File: src/rtl/rp_pipe_pkg.sv
package rp_pipe_pkg;
  localparam logic [3:0] OP_NOP    = 4'd0;
  localparam logic [3:0] OP_ADD    = 4'd1;
  localparam logic [3:0] OP_SUB    = 4'd2;
  localparam logic [3:0] OP_AND    = 4'd3;
  localparam logic [3:0] OP_OR     = 4'd4;
  localparam logic [3:0] OP_XOR    = 4'd5;
  localparam logic [3:0] OP_ADDSUB = 4'd6;
  localparam logic [3:0] OP_SWAP   = 4'd7;
  localparam logic [3:0] OP_PUTI   = 4'd8;
  localparam logic [3:0] OP_SHL    = 4'd9;
  localparam logic [3:0] OP_STOP   = 4'd15;

  // strobes from fetch control to the datapath
  typedef struct packed {
    logic issue;   // an instruction word is valid on imemData this cycle
    logic isStop;  // that word retires the thread
  } fetchStrobe_t;
endpackage

File: src/rtl/rp_fetch_ctrl.sv
module rp_fetch_ctrl
  import rp_pipe_pkg::*;
#(
  parameter int CTX_W = 2,
  parameter int PC_W  = 8
) (
  input  logic                  clk,
  input  logic                  rstN,
  input  logic                  threadValid,
  input  logic [CTX_W-1:0]      threadCtx,
  input  logic [PC_W-1:0]       threadPc,
  input  logic [3:0]            imemOp,
  output logic                  threadAccept,
  output logic [PC_W-1:0]       imemAddr,
  output logic [CTX_W-1:0]      issueCtx,
  output fetchStrobe_t          strobe
);
  logic             active;
  logic [PC_W-1:0]  pc;
  logic [CTX_W-1:0] ctx;

  always_ff @(posedge clk) begin
    if (!rstN) begin
      active <= 1'b0;
      pc     <= '0;
      ctx    <= '0;
    end else if (!active) begin
      if (threadValid) begin
        active <= 1'b1;
        pc     <= threadPc;
        ctx    <= threadCtx;
      end
    end else begin
      pc <= pc + 1'b1;
      if (imemOp == OP_STOP) active <= 1'b0;
    end
  end

  assign threadAccept  = !active;
  assign imemAddr      = pc;
  assign issueCtx      = ctx;
  assign strobe.issue  = active;
  assign strobe.isStop = active && (imemOp == OP_STOP);
endmodule

File: src/rtl/rp_datapath.sv
module rp_datapath
  import rp_pipe_pkg::*;
#(
  parameter int DATA_W = 16,
  parameter int CTX_W  = 2,
  parameter int REG_W  = 4
) (
  input  logic                    clk,
  input  logic                    rstN,
  input  fetchStrobe_t            strobe,
  input  logic [CTX_W-1:0]        issueCtx,
  input  logic [4+3*REG_W-1:0]    imemData,
  output logic                    wbValidA,
  output logic [REG_W-1:0]        wbRegA,
  output logic [DATA_W-1:0]       wbDataA,
  output logic                    wbValidB,
  output logic [REG_W-1:0]        wbRegB,
  output logic [DATA_W-1:0]       wbDataB,
  output logic [CTX_W-1:0]        wbCtx,
  output logic                    doneValid,
  output logic [CTX_W-1:0]        doneCtx
);
  localparam int INSTR_W  = 4 + 3*REG_W;
  localparam int RF_DEPTH = (1 << CTX_W) * (1 << REG_W);
  localparam int SHW      = $clog2(DATA_W);

  logic [DATA_W-1:0] rf [RF_DEPTH];

  // fetch -> decode
  logic               fdValid, fdStop;
  logic [CTX_W-1:0]   fdCtx;
  logic [INSTR_W-1:0] fdInstr;
  // decode -> execute
  logic               deValid, deStop;
  logic [CTX_W-1:0]   deCtx;
  logic [3:0]         deOp;
  logic [REG_W-1:0]   deA, deB;
  logic [DATA_W-1:0]  deL, deR, deImm;
  // execute -> write-back
  logic               ewStop, ewWrA, ewWrB;
  logic [CTX_W-1:0]   ewCtx;
  logic [REG_W-1:0]   ewRegA, ewRegB;
  logic [DATA_W-1:0]  ewDataA, ewDataB;

  logic [REG_W-1:0]   pairField;
  logic [REG_W-1:0]   srcReg [2];
  logic [DATA_W-1:0]  opnd   [2];
  logic               exWrA, exWrB;
  logic [DATA_W-1:0]  exResA, exResB;

  assign pairField = fdInstr[INSTR_W-5 -: REG_W];

  // two operand read ports with forwarding, newest producer first
  for (genvar s = 0; s < 2; s++) begin : g_read
    assign srcReg[s] = {pairField[REG_W-1:1], s[0]};
    always_comb begin
      if (srcReg[s] == '0)                                   opnd[s] = '0;
      else if (exWrB && deCtx == fdCtx && deB == srcReg[s])  opnd[s] = exResB;
      else if (exWrA && deCtx == fdCtx && deA == srcReg[s])  opnd[s] = exResA;
      else if (ewWrB && ewCtx == fdCtx && ewRegB == srcReg[s]) opnd[s] = ewDataB;
      else if (ewWrA && ewCtx == fdCtx && ewRegA == srcReg[s]) opnd[s] = ewDataA;
      else opnd[s] = rf[{fdCtx, srcReg[s]}];
    end
  end

  // execute
  always_comb begin
    exResA = '0;
    exResB = '0;
    exWrA  = 1'b0;
    exWrB  = 1'b0;
    case (deOp)
      OP_ADD:    begin exResA = deL + deR;  exWrA = 1'b1; exWrB = 1'b1; end
      OP_SUB:    begin exResA = deL - deR;  exWrA = 1'b1; exWrB = 1'b1; end
      OP_AND:    begin exResA = deL & deR;  exWrA = 1'b1; exWrB = 1'b1; end
      OP_OR:     begin exResA = deL | deR;  exWrA = 1'b1; exWrB = 1'b1; end
      OP_XOR:    begin exResA = deL ^ deR;  exWrA = 1'b1; exWrB = 1'b1; end
      OP_SHL:    begin exResA = deL << deR[SHW-1:0]; exWrA = 1'b1; exWrB = 1'b1; end
      OP_ADDSUB: begin exResA = deL + deR;  exWrA = 1'b1; exWrB = 1'b1; end
      OP_SWAP:   begin exResA = deR;        exWrA = 1'b1; exWrB = 1'b1; end
      OP_PUTI:   begin exResA = deImm;      exWrA = 1'b1; end
      default:   ;
    endcase
    if (deOp == OP_ADDSUB)    exResB = deL - deR;
    else if (deOp == OP_SWAP) exResB = deL;
    else                      exResB = exResA;
    exWrA = exWrA && deValid && (deA != '0);
    exWrB = exWrB && deValid && (deB != '0);
  end

  always_ff @(posedge clk) begin
    if (!rstN) begin
      fdValid <= 1'b0; fdStop <= 1'b0; fdCtx <= '0; fdInstr <= '0;
      deValid <= 1'b0; deStop <= 1'b0; deCtx <= '0; deOp <= '0;
      deA <= '0; deB <= '0; deL <= '0; deR <= '0; deImm <= '0;
      ewStop <= 1'b0; ewWrA <= 1'b0; ewWrB <= 1'b0; ewCtx <= '0;
      ewRegA <= '0; ewRegB <= '0; ewDataA <= '0; ewDataB <= '0;
      for (int i = 0; i < RF_DEPTH; i++) rf[i] <= '0;
    end else begin
      fdValid <= strobe.issue;
      fdStop  <= strobe.isStop;
      fdCtx   <= issueCtx;
      fdInstr <= imemData;

      deValid <= fdValid && !fdStop;
      deStop  <= fdValid && fdStop;
      deCtx   <= fdCtx;
      deOp    <= fdInstr[INSTR_W-1 -: 4];
      deA     <= fdInstr[2*REG_W-1 -: REG_W];
      deB     <= fdInstr[REG_W-1:0];
      deL     <= opnd[0];
      deR     <= opnd[1];
      deImm   <= DATA_W'({pairField, fdInstr[REG_W-1:0]});

      ewStop  <= deStop;
      ewWrA   <= exWrA;
      ewWrB   <= exWrB;
      ewCtx   <= deCtx;
      ewRegA  <= deA;
      ewRegB  <= deB;
      ewDataA <= exResA;
      ewDataB <= exResB;

      // port B is written last so it wins a same-register clash
      if (ewWrA) rf[{ewCtx, ewRegA}] <= ewDataA;
      if (ewWrB) rf[{ewCtx, ewRegB}] <= ewDataB;
    end
  end

  assign wbValidA  = ewWrA;
  assign wbRegA    = ewRegA;
  assign wbDataA   = ewDataA;
  assign wbValidB  = ewWrB;
  assign wbRegB    = ewRegB;
  assign wbDataB   = ewDataB;
  assign wbCtx     = ewCtx;
  assign doneValid = ewStop;
  assign doneCtx   = ewCtx;
endmodule

File: src/rtl/rp_exec_pipe.sv
module rp_exec_pipe
  import rp_pipe_pkg::*;
#(
  parameter int DATA_W    = 16,
  parameter int CTX_COUNT = 4,
  parameter int REG_W     = 4,
  parameter int PC_W      = 8,
  localparam int CTX_W    = $clog2(CTX_COUNT),
  localparam int INSTR_W  = 4 + 3*REG_W
) (
  input  logic               clk,
  input  logic               rstN,
  input  logic               threadValid,
  input  logic [CTX_W-1:0]   threadCtx,
  input  logic [PC_W-1:0]    threadPc,
  output logic               threadAccept,
  output logic [PC_W-1:0]    imemAddr,
  input  logic [INSTR_W-1:0] imemData,
  output logic               wbValidA,
  output logic [REG_W-1:0]   wbRegA,
  output logic [DATA_W-1:0]  wbDataA,
  output logic               wbValidB,
  output logic [REG_W-1:0]   wbRegB,
  output logic [DATA_W-1:0]  wbDataB,
  output logic [CTX_W-1:0]   wbCtx,
  output logic               doneValid,
  output logic [CTX_W-1:0]   doneCtx
);
  fetchStrobe_t     strobe;
  logic [CTX_W-1:0] issueCtx;

  rp_fetch_ctrl #(.CTX_W(CTX_W), .PC_W(PC_W)) u_ctrl (
    .clk(clk), .rstN(rstN),
    .threadValid(threadValid), .threadCtx(threadCtx), .threadPc(threadPc),
    .imemOp(imemData[INSTR_W-1 -: 4]),
    .threadAccept(threadAccept), .imemAddr(imemAddr),
    .issueCtx(issueCtx), .strobe(strobe)
  );

  rp_datapath #(.DATA_W(DATA_W), .CTX_W(CTX_W), .REG_W(REG_W)) u_dp (
    .clk(clk), .rstN(rstN), .strobe(strobe), .issueCtx(issueCtx),
    .imemData(imemData),
    .wbValidA(wbValidA), .wbRegA(wbRegA), .wbDataA(wbDataA),
    .wbValidB(wbValidB), .wbRegB(wbRegB), .wbDataB(wbDataB),
    .wbCtx(wbCtx), .doneValid(doneValid), .doneCtx(doneCtx)
  );
endmodule

File: config.mk
export PLATFORM = sky130hd
export DESIGN_NAME = rp_exec_pipe
export DESIGN_NICKNAME = d
export VERILOG_FILES = /design/src/rtl/rp_pipe_pkg.sv /design/src/rtl/rp_fetch_ctrl.sv /design/src/rtl/rp_datapath.sv /design/src/rtl/rp_exec_pipe.sv
export SDC_FILE = /design/constraint.sdc
export NUM_CORES = 2
export LEC_CHECK = 0
export CAP_MARGIN = 20
export CORE_AREA = 2 2 332 334
export DETAILED_ROUTE_END_ITERATION = 12
export DIE_AREA = 0 0 334 336
export HOLD_SLACK_MARGIN = 0.06
export PLACE_DENSITY = 0.71
export SYNTH_ARGS = -nofsm -noshare
export SYNTH_HDL_FRONTEND = slang
export SYNTH_HIERARCHICAL = 1
export SYNTH_SLANG_ARGS = --single-unit
File: constraint.sdc
create_clock -name clk -period 3.9 [get_ports clk]
set_clock_uncertainty 0.2 [all_clocks]
set_input_delay 0.585 -clock clk [delete_from_list [all_inputs] [get_ports clk]]
set_output_delay 0.585 -clock clk [all_outputs]
set_load 0.01 [all_outputs]
Word-level counts from Yosys, hierarchy flattened
Memories as Yosys holds them, arrays and structs flattened. A register that Yosys moved wholly into a read port is not among the register bits.
Cells that the tools add are included.
{ "word_totals": {"reg_bits": 140, "mem_bits_rw": 1024, "input_bits": 29, "wordCells": 122, "mem_count": 1} }
{ "memory_table": {"columns": ["memory", "depth", "word_bits", "rd", "rd_ports_with_merged_regs", "write_ports", "line", "source"], "rows": [
  ["u_dp.rf", 64, 16, 2, 2, 64, "rp_datapath.sv:27", "logic [DATA_W-1:0] rf [RF_DEPTH];"]
]} }
{ "op_classes": {"addsub": 3, "eq_ne": 20, "n_shift": 1, "muxes": 33, "n_bitwise": 5, "n_reduce_logical": 34} }
{ "op_table": {"columns": ["op", "count"], "rows": [
  ["16-bit 2-to-1 mux", 12],
  ["16-bit one-hot mux with 8 select lines", 1],
  ["4-bit == test", 8],
  ["16-bit OR reduction", 2],
  ["6-bit 2-to-1 mux", 4],
  ["1-bit logical AND", 19],
  ["16-bit adder", 1],
  ["16-bit AND", 1],
  ["4-bit by 3-bit == test with 1-bit output, second input constant", 4],
  ["8-bit 2-to-1 mux", 2],
  ["16-bit OR", 1],
  ["16-bit by 4-bit left shift with 16-bit output", 1],
  ["16-bit subtractor", 1],
  ["16-bit XOR", 1],
  ["1-bit 2-to-1 mux", 14],
  ["4-bit == test, second input constant", 3],
  ["9-bit OR reduction", 1],
  ["8-bit by 1-bit adder with 8-bit output, second input constant", 1],
  ["4-bit by 2-bit == test with 1-bit output, second input constant", 2],
  ["4-bit logical NOT", 2],
  ["4-bit nonzero test", 2],
  ["8-bit OR reduction", 1],
  ["2-bit OR reduction", 3],
  ["2-bit == test", 2],
  ["other kinds (5)", 7]
]} }

Logic depth before layout (Yosys ltp)
{ "logic_depth": {"word_depth": 9, "depth_mapped": 14, "ltp_nobuf": 12} }

By module
The synthesis kept the hierarchy.
{ "by_module_without_submodules": {"columns": ["module", "instances", "cells_per_inst", "area_each_um2", "seq_area_each_um2"], "rows": [
  ["rp_datapath", 1, 4195, 58781.4, 33091.7],
  ["rp_fetch_ctrl", 1, 67, 553.0, 220.2]
]} }

Worst setup path before layout
Ideal clock, no wire load.
{ "synth_path": {"kind": "register -> register", "from": "register u_dp.deR[1]", "to": "register u_dp.deR[13]", "setup_time_ns": 0.069, "arrival_ns": 3.250, "path_slack_ns": 0.381, "path_stages_with_launch": 14, "path_buffers": 3, "synth_period_minus_slack_ns": 3.519, "cell_sequence": "dfxtp_1 buf_6 buf_2 buf_2 inv_1 ha_1 o21ba_1 or4_4 a21oi_4 o41ai_4 or4_1 a22o_1 a211o_1 o21ai_1"} }
{ "synth_via": {"elab_chain_cells": 5} }
{ "synth_rtl": {"columns": ["element", "line", "source"], "rows": [
  ["start, declared", "rp_datapath.sv:38", "logic [DATA_W-1:0] deL, deR, deImm;"],
  ["start signal, assigned", "rp_datapath.sv:112", "deR <= opnd[1];"],
  ["16-bit adder (tied with other cells)", "rp_datapath.sv:73, rp_datapath.sv:79", null],
  ["16-bit one-hot mux with 8 select lines", "rp_datapath.sv:72", "case (deOp)"],
  ["16-bit 2-to-1 mux", "rp_datapath.sv:85", "else if (deOp == OP_SWAP) exResB = deL;"],
  ["16-bit 2-to-1 mux", "rp_datapath.sv:84", "if (deOp == OP_ADDSUB) exResB = deL - deR;"],
  ["16-bit 2-to-1 mux *", "rp_datapath.sv:58", "else if (exWrB && deCtx == fdCtx && deB == srcReg[s]) opnd[s] = exResB;"]
]} }
Every way passes the cells marked *; elsewhere a longest branch is shown, timed or not.
A chain may end at the register's enable or synchronous reset.

Final worst setup path
{ "layout_path": {"from": "register u_dp.fdInstr[9]", "to": "register u_dp.deL[5]"} }
{ "layout_via": {"elab_chain_cells": 6} }
{ "layout_rtl": {"columns": ["element", "line", "source"], "rows": [
  ["start, declared", "rp_datapath.sv:32", "logic [INSTR_W-1:0] fdInstr;"],
  ["start signal, assigned", "rp_datapath.sv:103", "fdInstr <= imemData;"],
  ["4-bit == test", "rp_datapath.sv:61", "else if (ewWrA && ewCtx == fdCtx && ewRegA == srcReg[s]) opnd[s] = ewDataA;"],
  ["1-bit logical AND", "rp_datapath.sv:61", null],
  ["16-bit 2-to-1 mux", "rp_datapath.sv:61", null],
  ["16-bit 2-to-1 mux", "rp_datapath.sv:60", "else if (ewWrB && ewCtx == fdCtx && ewRegB == srcReg[s]) opnd[s] = ewDataB;"],
  ["16-bit 2-to-1 mux", "rp_datapath.sv:59", "else if (exWrA && deCtx == fdCtx && deA == srcReg[s]) opnd[s] = exResA;"],
  ["16-bit 2-to-1 mux", "rp_datapath.sv:58", null],
  ["end signal, assigned", "rp_datapath.sv:111", "deL <= opnd[0];"],
  ["end, declared", "rp_datapath.sv:38", null]
]} }
Parallel ways exist; a longest one is shown, timed or not.

==> run_results.csv <==
group,metric,value,unit
timing,min_period_over_period,94.9,%
clocking,clkLatencyLatePin,730,ps
critical_path,crit_chain,"buf_12 -> mux4_2 -> mux4_2 -> mux2i_1 -> nand2_1 -> o21ai_0 -> o21ai_0 -> o21ai_0 -> o22ai_1",
global_route,grt_pass1_vias,41700,
final_layout,final_nets,4375,
pwr,switching_share,27.2,%
placed_design,routabilityCongestion,1.02,
clocking,cts_tree,"yes",
critical_path,critPathMostFrequentCell,"o21ai_0",
synth,synth_edf_count,1024,
placed_design,dpl.hpwl,129000,µm
floorplan,rows,121,
timing,worst_slew_pin_slew,1050,ps
run,maxCapViolations,0,
synth,seq_area_frac_synth,56.1,%
pwr,sequentialPowerShare,49.8,%
status,status,"finished clean",
final_layout,layout_common_cells,"a22o_1 (1,030), edfxtp_1 (1,024), buf_4 (342), mux4_2 (327), nor2_1 (227)",
timing,slew_headroom,30.1,%
routing,drtAntennaViolNets,0,
routing,vias_per_cell,7.43,
clocking,cts_sinks,1152,
global_route,grt_usage,36.2,%
global_route,antenna_found_initial,6,
final_layout,drive_above_1_share,21.5,%
critical_path,cp.required,4300,ps
synth,async_flop_share,0,%
synth,synth_nets,4343,
critical_path,max_stage_delay,580,ps
synth,synth_top_cell_area_share,51.8,%
clocking,cts_buffer_depth,3,
synth,synthFlopType,"edfxtp_1",
hold_path,hold-path-cell-count,3,
critical_path,startpoint,"u_dp/fdInstr[9]$_SDFF_PN0_",
synth,ys_ff_latch,1152,
synth,synthesis.instances,4262,
placed_design,portBuffers,84,
timing,fin_setup_tns,0,ps
routing,drc,0,
critical_path,worstPathArrival,4100,ps
pwr,p_per_area,436,mW/mm²
timing,rsz0062_at_grt,"false",
critical_path,end_kind,"flop",
pwr,combinationalPowerShare,12.2,%
synth,synth_cell_types,92,
floorplan,io_pins,85,
final_layout,final_cell_area,0.0666,mm²
timing,finalHoldViolCount,0,
synth,synth_area_leaders,"edfxtp_1 (52%), a22o_1 (15%), mux4_2 (12%)",
clocking,cts_made_buffers,116,
routing,drt_pass1_iterations,6,
routing,vias,43200,
floorplan,start_util,54.7,%
floorplan,dieArea,0.112,mm²
pwr,total_leakage_power,23.5,nW
synth,yosysTopAreaCell,"edfxtp_1",
placed_design,dpl_cell_area,0.0629,mm²
clocking,clk_pin_slew_worst_paths,60,ps
pwr,switching_power,7.89,mW
critical_path,critPathMaxFanout,39,
timing,post-route-min-period,3700,ps
pwr,pwr-share-clk,38.0,%
synth,syn_avg_cell_area,13.9,µm²
global_route,grt_max_degree,67,
critical_path,startpoint_type,"flop",
timing,clock.fmax,0.270,GHz
synth,synth_warnings,6,
clocking,clockRootBuffer,"clkbuf_16",
timing,slew_viol_final,0,
hold_path,hp-class,"in -> reg",
final_layout,final_common_cell,"a22o_1",
floorplan,die_y,336,µm
routing,routedWlPerCell,35.4,µm
routing,drt_wl_total,205000,µm
pwr,power.internal,21.1,mW
pwr,ir_drop,0.476,mV
floorplan,core,0.108,mm²
timing,finalSetupViolCount,0,
global_route,grt_pass1_wl,295000,µm
critical_path,worstSetupPathType,"reg -> reg",
critical_path,slowest_stage,"mux4_2",
routing,drtIter0Drc,6442,
synth,syn-cell-area,0.0593,mm²
critical_path,r2r_start,"u_dp/fdInstr[9]$_SDFF_PN0_",
floorplan,die_x,334,µm
hold_path,hp-start,"threadCtx[0]",
final_layout,synthToLayoutAreaGrowth,12.3,%
pwr,finalPower,29.0,mW
clocking,hold_buffers,0,
critical_path,reg2reg_depth,9,
clocking,ctsHtreeMaxLevel,3,
global_route,gr-total-overflow,0,
timing repair:
action / in CTS / in global routing
hold endpoints to repair: 0 / 0
gates resized for setup: 0 / 1
buffers inserted: 0 / 0
endpoints found under the setup margin: 0 / 2
Yosys cell counts (all sizes together) (7+ instances only):
cell type  count
ha            50
a22oi         12
or3           17
o21ai         79
and2          72
o211ai        26
a211oi        17
xnor2         24
nor2b         20
nand2b        17
o221ai        12
o31ai          7
inv           59
a31oi         10
nand4          8
nand2        151
mux2i         47
nor3          22
nand3b        62
a221oi        17
nand3         23
a21o           9
buf           91
a21oi         95
mux2           8
nor2         229
nor4           7
edfxtp      1024
a22o        1030
o22ai         30
clkbuf       444
mux4         327
dfxtp        128
path summary, 6_finish.rpt:
kind	endpoint	slack, ps
worst max-delay path	u_dp/deL[5]$_SDFF_PP0_	200
worst min-delay path	u_ctrl/issueCtx[0]$_SDFFE_PN0P_	220
worst max register to register	u_dp/deL[5]$_SDFF_PP0_	200
worst min register to register	u_dp/doneValid$_SDFF_PN0_	230
registers in the layout, summed over array words and instances (netlist names), 5 cells and up:
signal,cells
u_dp/fdInstr,16
u_dp/deImm,5
u_dp/rf,1024
u_dp/wbDataA,16
u_dp/deR,16
u_dp/deL,16
u_dp/wbDataB,16
u_ctrl/imemAddr,8
cell families (layout without fill, tap and decap cells):
family / after synthesis / after routing / synth area share [%]
flip-flops: 1152 / 1152 / 56.1
AND/OR/NAND/NOR: 649 / 649 / 5.41
buffers and inverters: 595 / 727 / 4.05
XOR/XNOR: 27 / 27 / 0.399
other: 0 / 4 / 0
adder cells (fa/ha/maj): 52 / 52 / 1.12
multiplexers: 382 / 382 / 13.4
AO/OA/AOI/OAI: 1405 / 1405 / 19.5
worst max-delay path, delay by kind of cell, from the launching register on:
| family | cells | cell delay [ps] |
|---|---|---|
| buffers and inverters | 1 | 350 |
| flip-flops | 1 | 560 |
| multiplexers | 3 | 1670 |
| AND/OR/NAND/NOR | 1 | 100 |
| AO/OA/AOI/OAI | 4 | 630 |
stage by stage:
| stage | setup WS (ps) | utilization [%] | hold WS, ps | std cells |
|---|---|---|---|---|
| after floorplan | 381 | - | 183 | 4262 |
| after global placement | 301 | 58.0 | 214 | 5588 |
| after detailed placement | 266 | 58.0 | 222 | 5590 |
| after global routing | 63.1 | 61.5 | 237 | 5808 |
| final | 198 | 61.5 | 222 | 5812 |
| after CTS | 266 | 61.4 | 196 | 5808 |
power groups by stage:
stage / Clock, mW / Combinational (mW) / Sequential [mW]
2_1_floorplan: 0 / 2.20 / 14.2
3_3_place_gp: 0 / 3.38 / 14.6
3_5_place_dp: 0 / 3.39 / 14.7
4_1_cts: 11.1 / 3.41 / 14.4
5_1_grt: 11.5 / 3.64 / 14.5
6_report: 11.0 / 3.54 / 14.5
layer usage:
layer / track usage [%] / wire (µm) / vias up
met4: 20.1 / 13600 / 6
met3: 9.05 / 27000 / 641
li1: - / - / 17400
met1: 47.3 / 72000 / 21700
met5: 0 / 39 / -
met2: 55.8 / 92900 / 3413
layout make-up:
class | instances | area (µm²)
antenna | 4 | 10.0
inverter | 60 | 225
clock inverter | 69 | 556
tap | 1414 | 1770
fill | 8083 | 41800
sequential | 1152 | 33400
multi-input combinational | 2515 | 23600
timing repair buffer | 449 | 3860
clock buffer | 149 | 3130
(Power assumes the default switching activity.)
